$ cat src/rtl/pwm_dac14_pkg.sv
package pwm_dac14_pkg;

    localparam int CKS_W     = 3;
    localparam int NUM_RATES = 4;
    localparam int CTRL_W    = 5;

    typedef enum logic {
        BASE_SHORT = 1'b0,
        BASE_LONG  = 1'b1
    } base_e;

    // Field order mirrors the control write layout: rate[4:2], invert[1], base[0]
    typedef struct packed {
        logic [CKS_W-1:0] cks;
        logic             inv;
        base_e            base;
    } ctrl_t;

    function automatic logic rate_ok(input logic [CKS_W-1:0] c);
        return c < CKS_W'(NUM_RATES);
    endfunction

endpackage

$ cat src/rtl/pwm_dac14_regs.sv
module pwm_dac14_regs
    import pwm_dac14_pkg::*;
#(
    parameter int DATA_W = 14
) (
    input  logic              clk,
    input  logic              rst,
    input  logic              wr_en,
    input  logic              wr_ctrl,
    input  logic [DATA_W-1:0] wr_wdata,
    output logic [DATA_W-1:0] code_reg,
    output ctrl_t             ctrl_reg
);

    always_ff @(posedge clk) begin
        if (rst) begin
            code_reg <= '0;
            ctrl_reg <= '0;
        end else if (wr_en) begin
            if (wr_ctrl) begin
                ctrl_reg <= ctrl_t'(wr_wdata[CTRL_W-1:0]);
            end else begin
                code_reg <= wr_wdata;
            end
        end
    end

endmodule

$ cat src/rtl/pwm_dac14_prescale.sv
module pwm_dac14_prescale
    import pwm_dac14_pkg::*;
#(
    parameter int PRESC_LOG2 = 8
) (
    input  logic       clk,
    input  logic       rst,
    input  logic       run,
    input  logic [1:0] rate_sel,
    output logic       tick
);

    localparam int MAX_SHIFT = PRESC_LOG2 + 2 * (NUM_RATES - 1);
    localparam int PCNT_W    = MAX_SHIFT + 1;

    logic [PCNT_W-1:0] pcnt;
    logic [PCNT_W-1:0] limit;

    always_comb begin
        limit = (PCNT_W'(1) << (PRESC_LOG2 + 2 * int'(rate_sel))) - PCNT_W'(1);
        tick  = run && (pcnt >= limit);
    end

    always_ff @(posedge clk) begin
        if (rst || !run) begin
            pcnt <= '0;
        end else if (tick) begin
            pcnt <= '0;
        end else begin
            pcnt <= pcnt + PCNT_W'(1);
        end
    end

endmodule

$ cat src/rtl/pwm_dac14_seq.sv
module pwm_dac14_seq
    import pwm_dac14_pkg::*;
#(
    parameter int DATA_W = 14
) (
    input  logic              clk,
    input  logic              rst,
    input  logic              run,
    input  logic              tick,
    input  logic [DATA_W-1:0] code_reg,
    input  base_e             base_reg,
    output logic [DATA_W-1:0] cnt,
    output logic [DATA_W-1:0] code_q,
    output base_e             base_q,
    output logic              wrap
);

    assign wrap = tick && (cnt == '1);

    always_ff @(posedge clk) begin
        if (rst) begin
            cnt    <= '0;
            code_q <= '0;
            base_q <= BASE_SHORT;
        end else if (!run) begin
            cnt    <= '0;
            code_q <= code_reg;
            base_q <= base_reg;
        end else if (tick) begin
            cnt <= cnt + DATA_W'(1);
            if (wrap) begin
                code_q <= code_reg;
                base_q <= base_reg;
            end
        end
    end

endmodule

$ cat src/rtl/pwm_dac14_slice.sv
module pwm_dac14_slice #(
    parameter int DATA_W = 14,
    parameter int POS_W  = 6
) (
    input  logic [DATA_W-1:0] cnt,
    input  logic [DATA_W-1:0] code,
    output logic              active
);

    localparam int IDX_W = DATA_W - POS_W;

    logic [POS_W-1:0] pos;
    logic [IDX_W-1:0] idx;
    logic [IDX_W-1:0] idx_rev;
    logic [POS_W-1:0] upper;
    logic [IDX_W-1:0] lower;
    logic             extra;
    logic [POS_W:0]   width;

    always_comb begin
        pos   = cnt[POS_W-1:0];
        idx   = cnt[DATA_W-1:POS_W];
        upper = code[DATA_W-1:IDX_W];
        lower = code[IDX_W-1:0];
        for (int b = 0; b < IDX_W; b++) begin
            idx_rev[b] = idx[IDX_W-1-b];
        end
        extra  = idx_rev < lower;
        width  = {1'b0, upper} + (POS_W+1)'(extra);
        active = (upper != '0) && ({1'b0, pos} < width);
    end

endmodule

$ cat src/rtl/pwm_dac14.sv
module pwm_dac14
    import pwm_dac14_pkg::*;
#(
    parameter int DATA_W     = 14,
    parameter int SHORT_W    = 6,
    parameter int LONG_W     = 8,
    parameter int PRESC_LOG2 = 8
) (
    input  logic              clk,
    input  logic              rst,
    input  logic              en,
    input  logic              wr_en,
    input  logic              wr_ctrl,
    input  logic [DATA_W-1:0] wr_wdata,
    output logic              pwm_out
);

    localparam int NUM_MODES = 2;

    logic [DATA_W-1:0]    code_reg;
    ctrl_t                ctrl;
    logic                 run;
    logic                 tick;
    logic                 wrap;
    logic [DATA_W-1:0]    cnt;
    logic [DATA_W-1:0]    code_q;
    base_e                base_q;
    logic [NUM_MODES-1:0] act;
    logic                 act_sel;

    assign run = en && rate_ok(ctrl.cks);

    pwm_dac14_regs #(.DATA_W(DATA_W)) u_regs (
        .clk      (clk),
        .rst      (rst),
        .wr_en    (wr_en),
        .wr_ctrl  (wr_ctrl),
        .wr_wdata (wr_wdata),
        .code_reg (code_reg),
        .ctrl_reg (ctrl)
    );

    pwm_dac14_prescale #(.PRESC_LOG2(PRESC_LOG2)) u_presc (
        .clk      (clk),
        .rst      (rst),
        .run      (run),
        .rate_sel (ctrl.cks[1:0]),
        .tick     (tick)
    );

    pwm_dac14_seq #(.DATA_W(DATA_W)) u_seq (
        .clk      (clk),
        .rst      (rst),
        .run      (run),
        .tick     (tick),
        .code_reg (code_reg),
        .base_reg (ctrl.base),
        .cnt      (cnt),
        .code_q   (code_q),
        .base_q   (base_q),
        .wrap     (wrap)
    );

    for (genvar g = 0; g < NUM_MODES; g++) begin : g_mode
        localparam int PW = (g == 0) ? SHORT_W : LONG_W;
        pwm_dac14_slice #(.DATA_W(DATA_W), .POS_W(PW)) u_slice (
            .cnt    (cnt),
            .code   (code_q),
            .active (act[g])
        );
    end

    assign act_sel = (base_q == BASE_LONG) ? act[1] : act[0];

    always_ff @(posedge clk) begin
        if (rst) begin
            pwm_out <= 1'b0;
        end else if (!run) begin
            pwm_out <= ctrl.inv;
        end else begin
            pwm_out <= act_sel ^ ctrl.inv;
        end
    end

endmodule

$ cat config.mk
export PLATFORM = sky130hd
export DESIGN_NAME = pwm_dac14
export DESIGN_NICKNAME = d
export VERILOG_FILES = /design/src/rtl/pwm_dac14_pkg.sv /design/src/rtl/pwm_dac14_regs.sv /design/src/rtl/pwm_dac14_prescale.sv /design/src/rtl/pwm_dac14_seq.sv /design/src/rtl/pwm_dac14_slice.sv /design/src/rtl/pwm_dac14.sv
export SDC_FILE = /design/constraint.sdc
export NUM_CORES = 1
export LEC_CHECK = 0
export ABC_AREA = 1
export CORE_UTILIZATION = 25
export CTS_CLUSTER_SIZE = 24
export DETAILED_ROUTE_END_ITERATION = 12
export GPL_TIMING_DRIVEN = 0
export HOLD_SLACK_MARGIN = 0.15
export PLACE_DENSITY = 0.49
export SYNTH_ARGS = -nofsm -noshare
export SYNTH_HDL_FRONTEND = slang
export SYNTH_SLANG_ARGS = --single-unit
$ cat constraint.sdc
create_clock -name clk -period 3.9 [get_ports clk]
set_input_delay 0.78 -clock clk [delete_from_list [all_inputs] [get_ports clk]]
set_output_delay 0.78 -clock clk [all_outputs]
set_load 0.01 [all_outputs]
=== Word-level counts from Yosys, hierarchy flattened ===
Cells that the tools add are included.

* Bits in registers: 64
* Output and inout bits: 1
* Logic and storage cells: 50

* $add $sub $neg: 6
* Magnitude comparators: 6
* Eq/ne operators: 3
* Shift operators: 1
* Muxes and demuxes: 8
* Bitwise logic cells: 3
* Reduce and logical (&&, ||, !) cells: 14

{| class="wikitable"
|+ Operators with widths
! kind !! count
|-
| $mux W14 || 3
|-
| $shl A1 B32 Y15 const A || 1
|-
| $add A15 B1 Y15 const B || 1
|-
| $ge A15 B15 Y1 || 1
|-
| $sub A15 B2 Y15 const B || 1
|-
| $add A14 B1 Y14 const B || 1
|-
| $eq A14 B14 Y1 const B || 1
|-
| $add A8 B1 Y9 || 1
|-
| $lt A8 B9 Y1 || 1
|-
| $lt A8 B8 Y1 || 1
|-
| $reduce_bool A8 Y1 || 1
|-
| $add A6 B1 Y7 || 1
|-
| $lt A6 B7 Y1 || 1
|-
| $lt A6 B6 Y1 || 1
|-
| $reduce_and A2 Y1 || 3
|-
| $reduce_bool A6 Y1 || 1
|-
| $add A4 B3 Y5 const A || 1
|-
| $logic_and A1 B1 Y1 || 5
|-
| $mux W1 || 5
|-
| $ne A2 B1 Y1 const B || 2
|-
| $reduce_or A2 Y1 || 2
|-
| $lt A3 B3 Y1 const B || 1
|-
| $not A1 Y1 || 2
|-
| $logic_not A1 Y1 || 1
|-
| 2 further kinds || 2
|}

=== Longest topological paths before layout ===
* Depth in word-level cells: 9
* Mapped depth: 22

=== Hierarchy ===
A second synthesis with hierarchy kept.

* Cells, all modules: 623
* Area, all modules: 4,339.2 um^2

{| class="wikitable"
|+ Modules (own cells, without submodules)
! module !! times used !! cells each !! area an instance (um^2)
|-
| pwm_dac14_seq || 1 || 206 || 1,482.7
|-
| pwm_dac14_prescale || 1 || 125 || 952.2
|-
| pwm_dac14_regs || 1 || 115 || 823.3
|-
| pwm_dac14_slice (g_mode[1].u_slice) || 1 || 82 || 511.7
|-
| pwm_dac14_slice (g_mode[0].u_slice) || 1 || 75 || 462.9
|-
| pwm_dac14 || 1 || 20 || 106.4
|}

=== Worst setup path before layout ===
No wires, ideal clock.

* Kind: flip-flop to flip-flop
* From: register u_seq.cnt[8]
* To: register pwm_out
* Library setup time: 0.064 ns
* Data arrival time: 2.713 ns
* Slack: 1.123 ns
* Stages on the path, launching flop included: 20
* Period minus slack after synthesis: 2.777 ns
* Cells stage by stage: dfxtp_1 -> ha_1 -> a21oi_1 -> o21ai_0 -> a21oi_1 -> nor2_1 -> a211oi_1 -> ha_1 -> ha_1 -> nand3_1 -> xor2_1 -> ha_1 -> a21o_1 -> nand2_1 -> nand3_1 -> nand2_1 -> nand2_1 -> nor2_1 -> nor2_1 -> nor2_1

* Cells in the longest elaborated chain, start to end: 7
* Elaborated cells on any way between the ends: 11

{| class="wikitable"
|+ Ends and longest elaborated chain
! what !! RTL line !! source
|-
| start: declaration || pwm_dac14_seq.sv:12 || <nowiki>output logic [DATA_W-1:0] cnt,</nowiki>
|-
| start signal: assignment || pwm_dac14_seq.sv:30 || <nowiki>cnt <= cnt + DATA_W'(1);</nowiki>
|-
| $lt A6 B6 Y1 / $lt A8 B8 Y1 (equally long branches) || pwm_dac14_slice.sv:28 || <nowiki>extra = idx_rev < lower;</nowiki>
|-
| $add A8 B1 Y9 / $add A6 B1 Y7 (equally long branches) || pwm_dac14_slice.sv:29 || <nowiki>width = {1'b0, upper} + (POS_W+1)'(extra);</nowiki>
|-
| $lt A8 B9 Y1 / $lt A6 B7 Y1 (equally long branches) || pwm_dac14_slice.sv:30 || <nowiki>active = (upper != '0) && ({1'b0, pos} < width);</nowiki>
|-
| $logic_and A1 B1 Y1 || pwm_dac14_slice.sv:30 ||
|-
| $mux W1 * || pwm_dac14.sv:73 || <nowiki>assign act_sel = (base_q == BASE_LONG) ? act[1] : act[0];</nowiki>
|-
| $xor A1 B1 Y1 * || pwm_dac14.sv:81 || <nowiki>pwm_out <= act_sel ^ ctrl.inv;</nowiki>
|-
| $mux W1 * || pwm_dac14.sv:78 || <nowiki>end else if (!run) begin</nowiki>
|-
| end signal: assignment || pwm_dac14.sv:79 || <nowiki>pwm_out <= ctrl.inv;</nowiki>
|-
| end signal: assignment || pwm_dac14.sv:81 ||
|-
| end: declaration || pwm_dac14.sv:15 || <nowiki>output logic pwm_out</nowiki>
|}

Mark *: on every way between the ends. The rest lies on a longest branch, timed or not.
A chain may end at the register's enable or synchronous reset.

=== Final worst setup path ===
* From: register u_seq.cnt[10]
* To: register pwm_out

The elaborated chain is that of the path after synthesis.

==> flow_metrics.tcl <==
set metrics [dict create \
    cts_num_sinks 64 \
    yosys_warnings 0 \
    grt_remaining_overflow 0 \
    critPathCaptureType "register" \
    cts_tree "done" \
    cts_buffers 9 \
    slew_violations 0 \
    p_per_area_nw_per_um2 369 \
    avgViaCountPerCell 4.35 \
    period_share 0.868 \
    synth.top_cells.by_count "nor2_1, nand2_1, dfxtp_1" \
    async_flop_share 0 \
    die_w_microns 124 \
    cp_max_fo 5 \
    gp_congestion 0.797 \
    die-area_sq_um 15400 \
    drv_cap 0 \
    ys_dominant_reg_cell "dfxtp_1" \
    wl_mm 8.58 \
    hpwl_mm 6.59 \
    grt_pass1_vias 3116 \
    largest_reg_flops 15 \
    ioPinCount 20 \
    skew_ns 0.00639 \
    fill_cells 1619 \
    first_pass_iters 4 \
    status "complete, no violations" \
    worstMarginPinSlew_ns 0.532 \
    finalPower_mw 1.63 \
    yosysMostFrequentCell "nor2_1" \
    core_sq_um 14500 \
    rsz0062_at_grt "false" \
    timing.fmax_ghz 0.295 \
    tns_ns 0 \
    regMostFlops "u_presc.pcnt" \
    synth_top_area_frac 0.344 \
    crit_type "register to register" \
    cts_setup_buffers 0 \
    fin_crit_ns 3.39 \
    clk_latency_ns 0.33 \
    synthTopCellsByArea "dfxtp_1, nor2_1, ha_1" \
    dpl_cell_area_sq_um 4150 \
    syn2layout_area_growth_pct 18.5 \
    worstPathArrival_ns 3.66 \
    yosys.cell_types.count 33 \
    clkTransAtPathRegs_ns 0.05 \
    final_hold_viol_count 0 \
    p_leak_nw 1.94 \
    slew-limit-headroom 0.645 \
    synth_top_area_cell "dfxtp_1" \
    chipHeight_microns 124 \
    initial_core_util 0.256 \
    ys_seq_area_frac 0.344 \
    place.port_buffers 19 \
    clock_path_buffers 2 \
    vias 3207 \
    first_iter_violations 148 \
    setup_viol 0 \
    final_nets 599 \
    start_kind "register" \
    antenna_cells 0 \
    cts_root_buf "clkbuf_16" \
    drive_above_1_share 0.0903 \
    syn_avg_cell_area_sq_um 7.18 \
    drc 0 \
    post_cts_resized 0 \
    grt_max_degree 11 \
    ys_seq_elements 64 \
    postRouteAntennaNets 0 \
    stdcell_area_sq_um 4410 \
    synth_fp_nets 569 \
    synthCells 519 \
    h-tree-depth 3 \
    syn_area_sq_um 3720 \
    holdCritPathClass "register to register" \
    num_rows 44 \
    postLayoutCoreUtil 0.304 \
    track_usage 0.123 \
    wl_per_cell_microns 11.6 \
    cp.required_ns 4.17 \
    grt_pass1_wl_mm 14.7 \
    hold-worst-slack_ns 0.446 \
    synth-edff-count 0 \
    ir_worst_vdd_v 0.000177 \
    antenna_found_initial 0 \
    ctsHoldBuffers 0 \
]
## where the power goes
group / switching, mW / internal, mW
sequential: 0.0163 / 0.682
combinational: 0.121 / 0.0827
clock: 0.281 / 0.445
total: 0.418 / 1.21
## per-layer routing
layer | vias to the layer above | global-route usage | wire [microns]
met5 | - | 0 | 0
met1 | 1444 | 0.160 | 4400
met2 | 32 | 0.200 | 3840
li1 | 1721 | - | -
met4 | 0 | 0.0558 | 155
met3 | 10 | 0.0192 | 183
## cell usage in the layout (no fill, tap or decap), drive strengths merged, types with 19 or more instances in the layout
cell	netlist	layout
a21oi	25	25
clkbuf	9	22
clkdlybuf4s50	0	19
dfxtp	64	64
ha	31	31
inv	56	56
nand2	90	90
nand3	41	41
nor2	119	119
o21ai	24	24
## cell type report
cell class              count  area, sq um  share of cell area
plain buffers              17         93.8              0.0213
clock buffers              13          250              0.0567
clock inverters             3         17.5             0.00397
inverters                  56          210              0.0476
multi-input cells         382         2140               0.485
flip-flops and latches     64         1280               0.290
well taps                 184          230              0.0522
repair buffers             19          190              0.0431
## worst paths after layout
kind	start	to	slack (ns)	depth (start not counted)
min reg2reg	u_presc.pcnt[0]	u_presc.pcnt[0]	0.45	1
max reg2reg	u_seq.cnt[10]	pwm_out	0.51	19
min	u_presc.pcnt[0]	u_presc.pcnt[0]	0.45	1
max	u_seq.cnt[10]	pwm_out	0.51	19
## logic make-up (layout without fill, tap and decap cells)
kind of cell             Yosys count  in the layout  synth area share
adder cells (fa/ha/maj)           31             31             0.104
buffers and inverters             73            108            0.0816
AO/OA/AOI/OAI                     55             55            0.0796
AND/OR/NAND/NOR                  273            273             0.337
flip-flops                        64             64             0.344
XOR/XNOR                          23             23            0.0541
## stage by stage
stage | instances | setup WS (ns)
after floorplan | 519 | 1.12
after global placement | 722 | 0.527
after detailed placement | 722 | 0.496
after CTS | 738 | 0.474
after global routing | 738 | 0.169
final | 738 | 0.515
## critical path: stages, from the launching register on
cell and delay [ns]:
dfxtp_1 0.43, ha_1 0.28, a21oi_1 0.13, o21ai_0 0.08
a21oi_1 0.21, nor2_1 0.06, a211oi_1 0.27, ha_1 0.25
ha_1 0.20, nand3_1 0.12, xor2_1 0.18, ha_1 0.31
a21o_1 0.19, nand2_1 0.06, nand3_1 0.14, nand2_1 0.11
nand2_1 0.05, nor2_1 0.10, nor2_1 0.05, nor2_1 0.09
(Power assumes the default switching activity.)
